File: src/rtl/arx_cipher_pkg.sv
package arx_cipher_pkg;

    localparam int WORD_W  = 32;
    localparam int BLOCK_W = 2 * WORD_W;
    localparam int ROT_P   = 1;
    localparam int ROT_Q   = 8;
    localparam int ROT_S   = 2;

    typedef logic [WORD_W-1:0] word_t;

    // l sits in the upper half of the packed block
    typedef struct packed {
        word_t l;
        word_t r;
    } pair_t;

    typedef enum logic {
        OP_ENC = 1'b0,
        OP_DEC = 1'b1
    } op_e;

    function automatic word_t rotl(input word_t w, input int unsigned n);
        return (w << n) | (w >> (WORD_W - n));
    endfunction

    // nonlinear mixing term shared by both round directions
    function automatic word_t mix(input word_t w);
        return (rotl(w, ROT_P) & rotl(w, ROT_Q)) ^ rotl(w, ROT_S);
    endfunction

    function automatic pair_t swap_words(input pair_t p);
        pair_t q;
        q.l = p.r;
        q.r = p.l;
        return q;
    endfunction

endpackage

File: src/rtl/arx_round.sv
module arx_round
    import arx_cipher_pkg::*;
#(
    parameter bit USE_INV = 1'b1
) (
    input  pair_t cur,
    input  word_t key,
    input  op_e   op,
    output pair_t nxt
);

    pair_t fwd;

    always_comb begin
        fwd.l = mix(cur.l) ^ cur.r ^ key;
        fwd.r = cur.l;
    end

    generate
        if (USE_INV) begin : g_inv
            pair_t inv;
            always_comb begin
                inv.l = cur.r;
                inv.r = mix(cur.r) ^ cur.l ^ key;
            end
            assign nxt = (op == OP_DEC) ? inv : fwd;
        end else begin : g_fwd
            // decryption handled by word exchange around the forward round
            logic unused_op;
            assign unused_op = ^op;
            assign nxt       = fwd;
        end
    endgenerate

endmodule

File: src/rtl/arx_seq.sv
module arx_seq
    import arx_cipher_pkg::*;
#(
    parameter  int ROUNDS = 44,
    localparam int IDX_W  = $clog2(ROUNDS)
) (
    input  logic             clk,
    input  logic             rst,
    input  logic             start,
    input  op_e              op_in,
    output logic             load,
    output logic             busy,
    output logic             done,
    output op_e              op_q,
    output logic [IDX_W-1:0] round_idx
);

    localparam logic [IDX_W-1:0] LAST = IDX_W'(ROUNDS - 1);

    logic [IDX_W-1:0] cnt;

    assign load = start && !busy;

    always_ff @(posedge clk) begin
        if (rst) begin
            busy <= 1'b0;
            done <= 1'b0;
            cnt  <= '0;
            op_q <= OP_ENC;
        end else begin
            done <= 1'b0;
            if (load) begin
                busy <= 1'b1;
                cnt  <= '0;
                op_q <= op_in;
            end else if (busy) begin
                if (cnt == LAST) begin
                    busy <= 1'b0;
                    done <= 1'b1;
                    cnt  <= '0;
                end else begin
                    cnt <= cnt + 1'b1;
                end
            end
        end
    end

    always_comb begin
        if (!busy)
            round_idx = '0;
        else if (op_q == OP_DEC)
            round_idx = LAST - cnt;
        else
            round_idx = cnt;
    end

endmodule

File: src/rtl/arx_state.sv
module arx_state
    import arx_cipher_pkg::*;
#(
    parameter bit USE_INV = 1'b1
) (
    input  logic  clk,
    input  logic  rst,
    input  logic  load,
    input  logic  busy,
    input  op_e   op_in,
    input  op_e   op_q,
    input  pair_t din,
    input  pair_t nxt,
    output pair_t cur,
    output pair_t dout
);

    logic swap_in;
    logic swap_out;

    assign swap_in  = !USE_INV && (op_in == OP_DEC);
    assign swap_out = !USE_INV && (op_q == OP_DEC);

    always_ff @(posedge clk) begin
        if (rst)
            cur <= '0;
        else if (load)
            cur <= swap_in ? swap_words(din) : din;
        else if (busy)
            cur <= nxt;
    end

    assign dout = swap_out ? swap_words(cur) : cur;

endmodule

File: src/rtl/arx_iter_core.sv
module arx_iter_core
    import arx_cipher_pkg::*;
#(
    parameter  int ROUNDS        = 44,
    parameter  bit USE_INV_ROUND = 1'b1,
    localparam int IDX_W         = $clog2(ROUNDS)
) (
    input  logic               clk,
    input  logic               rst,
    input  logic               start,
    input  logic               decrypt,
    input  logic [BLOCK_W-1:0] din,
    input  logic [WORD_W-1:0]  rkey,
    output logic [IDX_W-1:0]   round_idx,
    output logic               busy,
    output logic               done,
    output logic [BLOCK_W-1:0] dout
);

    op_e   op_in;
    op_e   op_q;
    logic  load;
    pair_t cur;
    pair_t nxt;
    pair_t res;

    assign op_in = decrypt ? OP_DEC : OP_ENC;

    arx_seq #(.ROUNDS(ROUNDS)) seq_i (
        .clk      (clk),
        .rst      (rst),
        .start    (start),
        .op_in    (op_in),
        .load     (load),
        .busy     (busy),
        .done     (done),
        .op_q     (op_q),
        .round_idx(round_idx)
    );

    arx_round #(.USE_INV(USE_INV_ROUND)) round_i (
        .cur(cur),
        .key(rkey),
        .op (op_q),
        .nxt(nxt)
    );

    arx_state #(.USE_INV(USE_INV_ROUND)) state_i (
        .clk  (clk),
        .rst  (rst),
        .load (load),
        .busy (busy),
        .op_in(op_in),
        .op_q (op_q),
        .din  (pair_t'(din)),
        .nxt  (nxt),
        .cur  (cur),
        .dout (res)
    );

    assign dout = res;

endmodule

File: config.mk
export PLATFORM = sky130hd
export DESIGN_NAME = arx_iter_core
export DESIGN_NICKNAME = d
export VERILOG_FILES = /design/src/rtl/arx_cipher_pkg.sv /design/src/rtl/arx_round.sv /design/src/rtl/arx_seq.sv /design/src/rtl/arx_state.sv /design/src/rtl/arx_iter_core.sv
export SDC_FILE = /design/constraint.sdc
export NUM_CORES = 1
export LEC_CHECK = 0
export BUFFER_PORTS_ARGS = -buffer_cell sky130_fd_sc_hd__buf_2
export CAP_MARGIN = 20
export CELL_PAD_IN_SITES_DETAIL_PLACEMENT = 0
export CELL_PAD_IN_SITES_GLOBAL_PLACEMENT = 1
export CORE_MARGIN = 1.5
export CORE_UTILIZATION = 25
export DETAILED_ROUTE_END_ITERATION = 12
export GPL_ROUTABILITY_DRIVEN = 0
export MAX_ROUTING_LAYER = met4
export PLACE_DENSITY_LB_ADDON = 0.1
export SYNTH_ARGS = -nofsm -noshare
export SYNTH_HDL_FRONTEND = slang
export SYNTH_SLANG_ARGS = --single-unit
File: constraint.sdc
create_clock -name clk -period 3.19 [get_ports clk]
set_input_delay 0.638 -clock clk [delete_from_list [all_inputs] [get_ports clk]]
set_output_delay 0.638 -clock clk [all_outputs]
set_load 0.03 [all_outputs]
==> metrics.md, run 1 <==
| Metric | Value |
|---|---|
| Initial antenna violation count | 1 |
| Mapped Area | 5870 sq um |
| Top-area cell type share of the netlist area | 0.249 |
| Syn_nets | 822 |
| R2R Setup Slk | 1230 ps |
| Distinct cell type count after synthesis | 29 |
| Hold WS | 527 ps |
| Hold worst-path end | seq_i.done$_SDFF_PP0_ |
| Overflow after GRT | 0 |
| Setup Total Neg Slack | 0 ps |
| RSZ-0062 raised after global routing | false |
| CTS buffer count | 9 |
| Post-synthesis xor/xnor area fraction | 0.205 |
| Largest family of logic cells by synthesized area | simple AND/OR/NAND/NOR gates |
| Post_cts resized | 0 |
| Avg Synthesized Cell Area | 8.17 sq um |
| Leakage | 2.78 nW |
| Max cap viols | 0 |
| R2R cell count | 3 |
| Layout fillers | 2,517 |
| Multiplexer area fraction after synthesis | 0.00512 |
| Die extent in y | 156 um |
| Synth warn | 0 |
| Drt pass-1 iters | 4 |
| Crit path max fanout | 43 |
| Residual DRC | 0 |
| Clock Latency Late Sink | 340 ps |
| Cell count after synthesis | 718 |
| Area grow syn2layout | 23.7% |
| Status | finished, final reports clean |
| Pwr Density | 450 nW/um^2 |
| Fin. Hold Viols | 0 |
| GR met2 Demand/Resource | 0.300 |
| Ratio of cells with drive above 1 in the final layout | 0.252 |
| Root cell of the clock tree | clkbuf_16 |
| Hold_buf cts | 0 |
| Hold WC Path Type | reg -> reg |
| Drt total wl | 22,700 um |
| Multi-input logic area | 4160 sq um |
| Setup-failing EPs final | 0 |
| CTS tree | yes |
| Max frequency | 455 MHz |
| DP HPWL | 16,600 um |
| Worst-Margin Slew | 826 ps |
| Area contributors post-synth | dfxtp_1 (25%), xnor2_1 (15%), a211oi_1 (8.2%) |
| GRT met3 Usage | 0.0214 |
| Fin nets | 956 |
| Clock skew | 6.31 ps |
| Synth Area in Compound Gates | 0.184 |
| Slew HR | 0.449 |
| CP Data Required Time | 2550 ps |
| FF-to-FF Start | seq_i.op_q$_SDFFE_PP0P_ |
| Longest Clk Path Bufs | 2 |
| Die area | 24,400 sq um |
| Worst-path clk slew | 60 ps |
| Fin crit share | 0.689 |
| Most common cell after layout, fill and taps aside | buf_2 |
| Peak supply drop | 0.000193 V |
| 1st-iter DRT viols | 284 |
| Gr busiest metal | met2 |
| CP Data Arrival Time | 1560 ps |
| GR Layer Usage met1 | 0.262 |
| FF+latch area | 1470 sq um |
| Post-synthesis register bit count | 73 |
| Vias in the first global route | 5,602 |
| # clock sinks | 73 |
| Post-Synth Simple-Gate Area | 0.307 |
| Via count | 5,760 |
| Global Route Usage Sum | 0.191 |
| Die W | 156 um |
| Largest net degree at the start of global routing | 95 |
| CP max stage delay | 610 ps |
| Final Slew Violations | 0 |
| Post-CTS Setup Inserts | 0 |
| CP max-delay cell | dfxtp_4 |
| Remaining antenna violation count | 0 |
| Worst Setup End Kind | output pin |
| IO Port Bufs | 171 |
| First-pass GRT wire length | 34,100 um |
| Initial Util | 0.257 |
| Reg2reg end | state_i.cur[33]$_SDFFE_PP0P_ |
| I/O pins | 172 |
| Post-synthesis sequential area ratio | 0.249 |
| Core box area | 22,800 sq um |
| H-tree depth | 3 |
| CP Class | reg -> out |
| Antenna diodes | 0 |
| Worst Hold Depth | 2 |
| # rows | 55 |
| Critical path cell sequence | nand3b_1, xnor2_1, and2_1, buf_2 |
| Adder-cell share of the synthesized area | 0.00853 |
| Wire per inst | 19.4 um |
| Most frequent cells in the layout | buf_2 (170), xnor2_1 (101), dfxtp_1 (71) |
| Mean number of vias per cell | 4.93 |
| Leading area contributor after synthesis | dfxtp_1 |
| Nature of the critical path startpoint | register |
| Fin crit period | 2200 ps |
| Hold Path Origin | seq_i.cnt[5]$_SDFFE_PP0P_ |
## worst max-delay path: cells and delay by family, from the launching register on
kind          cells  cell delay, ps
xor+xnor          1             140
buf+inv           1             170
flops             1             610
simple gates      2             310
## where the power goes
group	switching, mW	internal, mW
combinational	0.579	0.444
sequential	0.230	0.993
clock	0.420	0.599
## flip-flops by register name (all words and copies together) (netlist names)
| name | cells |
|---|---|
| state_i.cur | 64 |
| seq_i.cnt | 6 |
| seq_i.busy | 1 |
| seq_i.done | 1 |
| seq_i.op_q | 1 |
## how the worst max path moves through the flow
stage                                  startpoint                            to  cells after the start
after CTS                 seq_i.op_q$_SDFFE_PP0P_                  round_idx[5]                      4
after global routing      seq_i.op_q$_SDFFE_PP0P_                  round_idx[5]                      4
after floorplan             seq_i.busy$_SDFF_PP0_                  round_idx[3]                      4
final                     seq_i.op_q$_SDFFE_PP0P_                  round_idx[5]                      4
after detailed placement  seq_i.op_q$_SDFFE_PP0P_  state_i.cur[33]$_SDFFE_PP0P_                      3
after global placement    seq_i.op_q$_SDFFE_PP0P_  state_i.cur[61]$_SDFFE_PP0P_                      3
## cells in the mapped netlist
library cell  count
nand3b_1          1
mux2i_1           3
a211oi_1         64
nor4_1           11
ha_1              4
clkbuf_1         37
a21oi_1          32
dfxtp_1          73
inv_1             1
nand3_1           1
or3_1            33
clkbuf_2          1
buf_1             3
nor4_2           22
nand4_1           1
xnor2_1         101
nand2_1          69
a311oi_1         32
nor3_1            3
buf_6             1
nor2b_1          66
o21ai_0          32
xor2_1           36
buf_4             2
and2_1            5
nor2_1            8
buf_2            12
and4_1           32
nand2b_1         32
## kinds of logic after synthesis
logic type,count (synthesis)
and+or+nand+nor,284
AOI/OAI and AO/OA,160
xor gates and xnor gates,137
DFF,73
buffers and inverters,57
adders and majority gates,4
muxes,3
## per-layer routing
metal / vias up / routed length [um]
met3: 14 / 1060
met4: 0 / 230
li1: 2855 / -
met2: 138 / 10300
met5: - / 0
met1: 2753 / 11200
## through the flow
| step | instance area, sq um | total power [mW] | util | worst slack (ps) | instances |
|---|---|---|---|---|---|
| 5_1_grt | 7260 | 3.46 | 0.318 | 871 | 1169 |
| 4_1_cts | 7260 | 3.31 | 0.318 | 963 | 1169 |
| 2_1_floorplan | 5870 | 1.90 | - | 899 | 718 |
| 3_3_place_gp | 6980 | 2.26 | 0.305 | 1290 | 1154 |
| 3_5_place_dp | 6980 | 2.28 | 0.305 | 1250 | 1154 |
| 6_report | 7260 | 3.27 | 0.318 | 993 | 1169 |
## final cells by class
class,instances,share of cell area
Clock inverter,4,0.00621
Clock buffer,11,0.0321
Tap cell,313,0.0540
Timing Repair Buffer,179,0.132
Inverter,1,0.000517
Multi-Input combinational cell,588,0.573
Sequential cell,73,0.202
Note: power is estimated with default switching activity, not from simulation.
==> run 2, diff against run 1 <==
==> constraint.sdc (replaced) <==
create_clock -name clk -period 2.05 [get_ports clk]
set_input_delay 0.41 -clock clk [delete_from_list [all_inputs] [get_ports clk]]
set_output_delay 0.41 -clock clk [all_outputs]
set_load 0.03 [all_outputs]
==> run 2 against run 1 <==
Against the previous run:
- via count up 0.83%
- count of clock-buffer cells in the layout up 2
- register-to-register slack got worse by 730 ps
- global-route usage about the same
- highest routed layer unchanged
==> metrics.md, run 2 (synthesis results as in run 1) <==
| Metric | Value |
|---|---|
| Die W | 156 um |
| RSZ-0062 raised after global routing | false |
| Hold WC Path Type | in -> reg |
| Worst Setup End Kind | output pin |
| Peak supply drop | 0.000265 V |
| Largest net degree at the start of global routing | 90 |
| # clock sinks | 73 |
| Via count | 5,808 |
| Design area | 7350 sq um |
| Residual DRC | 0 |
| Final Slew Violations | 0 |
| Most frequent cells in the layout | buf_2 (170), xnor2_1 (101), dfxtp_1 (71) |
| First-pass GRT wire length | 34,100 um |
| Ratio of cells with drive above 1 in the final layout | 0.257 |
| Finished Layout Cells | 1,174 |
| Hold WS | 324 ps |
| Most common cell after layout, fill and taps aside | buf_2 |
| Overflow after GRT | 0 |
| Setup Total Neg Slack | 0 ps |
| Max FFs per register | 64 |
| Worst-Margin Slew | 521 ps |
| Initial antenna violation count | 0 |
| Drt total wl | 22,500 um |
| Crit path launch | seq_i.cnt[2]$_SDFFE_PP0P_ |
| Clock Latency Late Sink | 340 ps |
| Layout fillers | 2,532 |
| Post-CTS Setup Inserts | 0 |
| Crit path max fanout | 6 |
| Pwr Density | 696 nW/um^2 |
| # rows | 55 |
| DP HPWL | 16,600 um |
| Die area | 24,400 sq um |
| IO Port Bufs | 171 |
| Clock skew | 12.9 ps |
| FF-to-FF Start | seq_i.cnt[2]$_SDFFE_PP0P_ |
| Area grow syn2layout | 25.3% |
| CP Class | reg -> out |
| CTS buffer count | 9 |
| Die extent in y | 156 um |
| Fin crit share | 0.954 |
| Max cap viols | 0 |
| Post_cts resized | 0 |
| CP max stage delay | 420 ps |
| Fin crit period | 1960 ps |
| Fin util | 0.322 |
| CTS tree | yes |
| Max frequency | 511 MHz |
| R2R cell count | 6 |
| Largest regs | state_i.cur x64, seq_i.cnt x6 |
| Leakage | 2.82 nW |
| Initial Util | 0.257 |
| 1st-iter DRT viols | 337 |
| I/O pins | 172 |
| Fin. Hold Viols | 0 |
| Nature of the critical path startpoint | register |
| Power, Total | 5.12 mW |
| Fin nets | 960 |
| Biggest register | state_i.cur |
| DP Cell Count | 1,158 |
| Reg2reg end | seq_i.cnt[5]$_SDFFE_PP0P_ |
| Critical path cell sequence | inv_1, ha_1, mux2i_1, nor2b_2, buf_2 |
| Slew HR | 0.653 |
| Mean number of vias per cell | 4.95 |
| CP Data Required Time | 1640 ps |
| Vias in the first global route | 5,551 |
| Core box area | 22,800 sq um |
| Worst-path clk slew | 60 ps |
| Multi-input logic area | 4160 sq um |
| CP max-delay cell | dfxtp_1 |
| R2R Setup Slk | 500 ps |
| FF+latch area | 1470 sq um |
| Antenna diodes | 0 |
| Status | finished, final reports clean |
| Place WS | 424 ps |
| Root cell of the clock tree | clkbuf_16 |
| Placed instance area | 7060 sq um |
| CP Data Arrival Time | 1550 ps |
| Final setup margin | 94.0 ps |
| Setup-failing EPs final | 0 |
| Worst Setup EP | round_idx[3] |
| Global Route Usage Sum | 0.191 |
| Drt pass-1 iters | 4 |
| Wire per inst | 19.2 um |
| Hold_buf cts | 0 |
| Remaining antenna violation count | 0 |
| Longest Clk Path Bufs | 2 |
| H-tree depth | 3 |
==> run 2: changes by cell type in the layout (fill, tap and decap cells not counted) <==
cell	previous run	this run
nor2b_1	66	65
clkbuf_1	2	3
clkbuf_8	0	1
nor2b_2	0	1
buf_12	3	7
clkinv_2	3	2
==> run 2: worst max-delay path, delay by kind of cell (launching register included) <==
| kind | cells | cell delay [ps] |
|---|---|---|
| simple gates | 1 | 50 |
| mux | 1 | 160 |
| flops | 1 | 420 |
| buf+inv | 2 | 270 |
| fa+ha+maj | 1 | 300 |
==> run 2: worst min-delay path by stage <==
stage | cells after the start | start | slack (ps) | end
after global placement | 2 | seq_i.cnt[5]$_SDFFE_PP0P_ | 510 | seq_i.done$_SDFF_PP0_
final | 3 | decrypt | 320 | seq_i.op_q$_SDFFE_PP0P_
after global routing | 3 | decrypt | 360 | seq_i.op_q$_SDFFE_PP0P_
after detailed placement | 2 | seq_i.cnt[5]$_SDFFE_PP0P_ | 520 | seq_i.done$_SDFF_PP0_
after floorplan | 2 | seq_i.cnt[5]$_SDFFE_PP0P_ | 480 | seq_i.done$_SDFF_PP0_
after CTS | 3 | decrypt | 310 | seq_i.op_q$_SDFFE_PP0P_
==> run 2: power by group <==
group / switching [mW] / leakage [nW] / internal (mW)
sequential: 0.341 / 0.606 / 1.55
combinational: 0.910 / 2.07 / 0.708
clock: 0.638 / 0.144 / 0.975
total: 1.89 / 2.82 / 3.23
==> run 2: final cells by class <==
cell class / instances / share of cell area
timing repair buffer: 183 / 0.141
clock buffer: 13 / 0.0340
sequential: 73 / 0.200
clock inverter: 3 / 0.00545
multi-input combinational: 588 / 0.566
inverter: 1 / 0.000511
tap: 313 / 0.0533
==> run 2: per-layer routing <==
| layer | GRT usage | vias up | part of all wire |
|---|---|---|---|
| met5 | - | - | 0 |
| met4 | 0.0512 | 0 | 0.011 |
| met3 | 0.0231 | 14 | 0.052 |
| met2 | 0.298 | 150 | 0.46 |
| met1 | 0.261 | 2775 | 0.47 |
| li1 | - | 2869 | - |
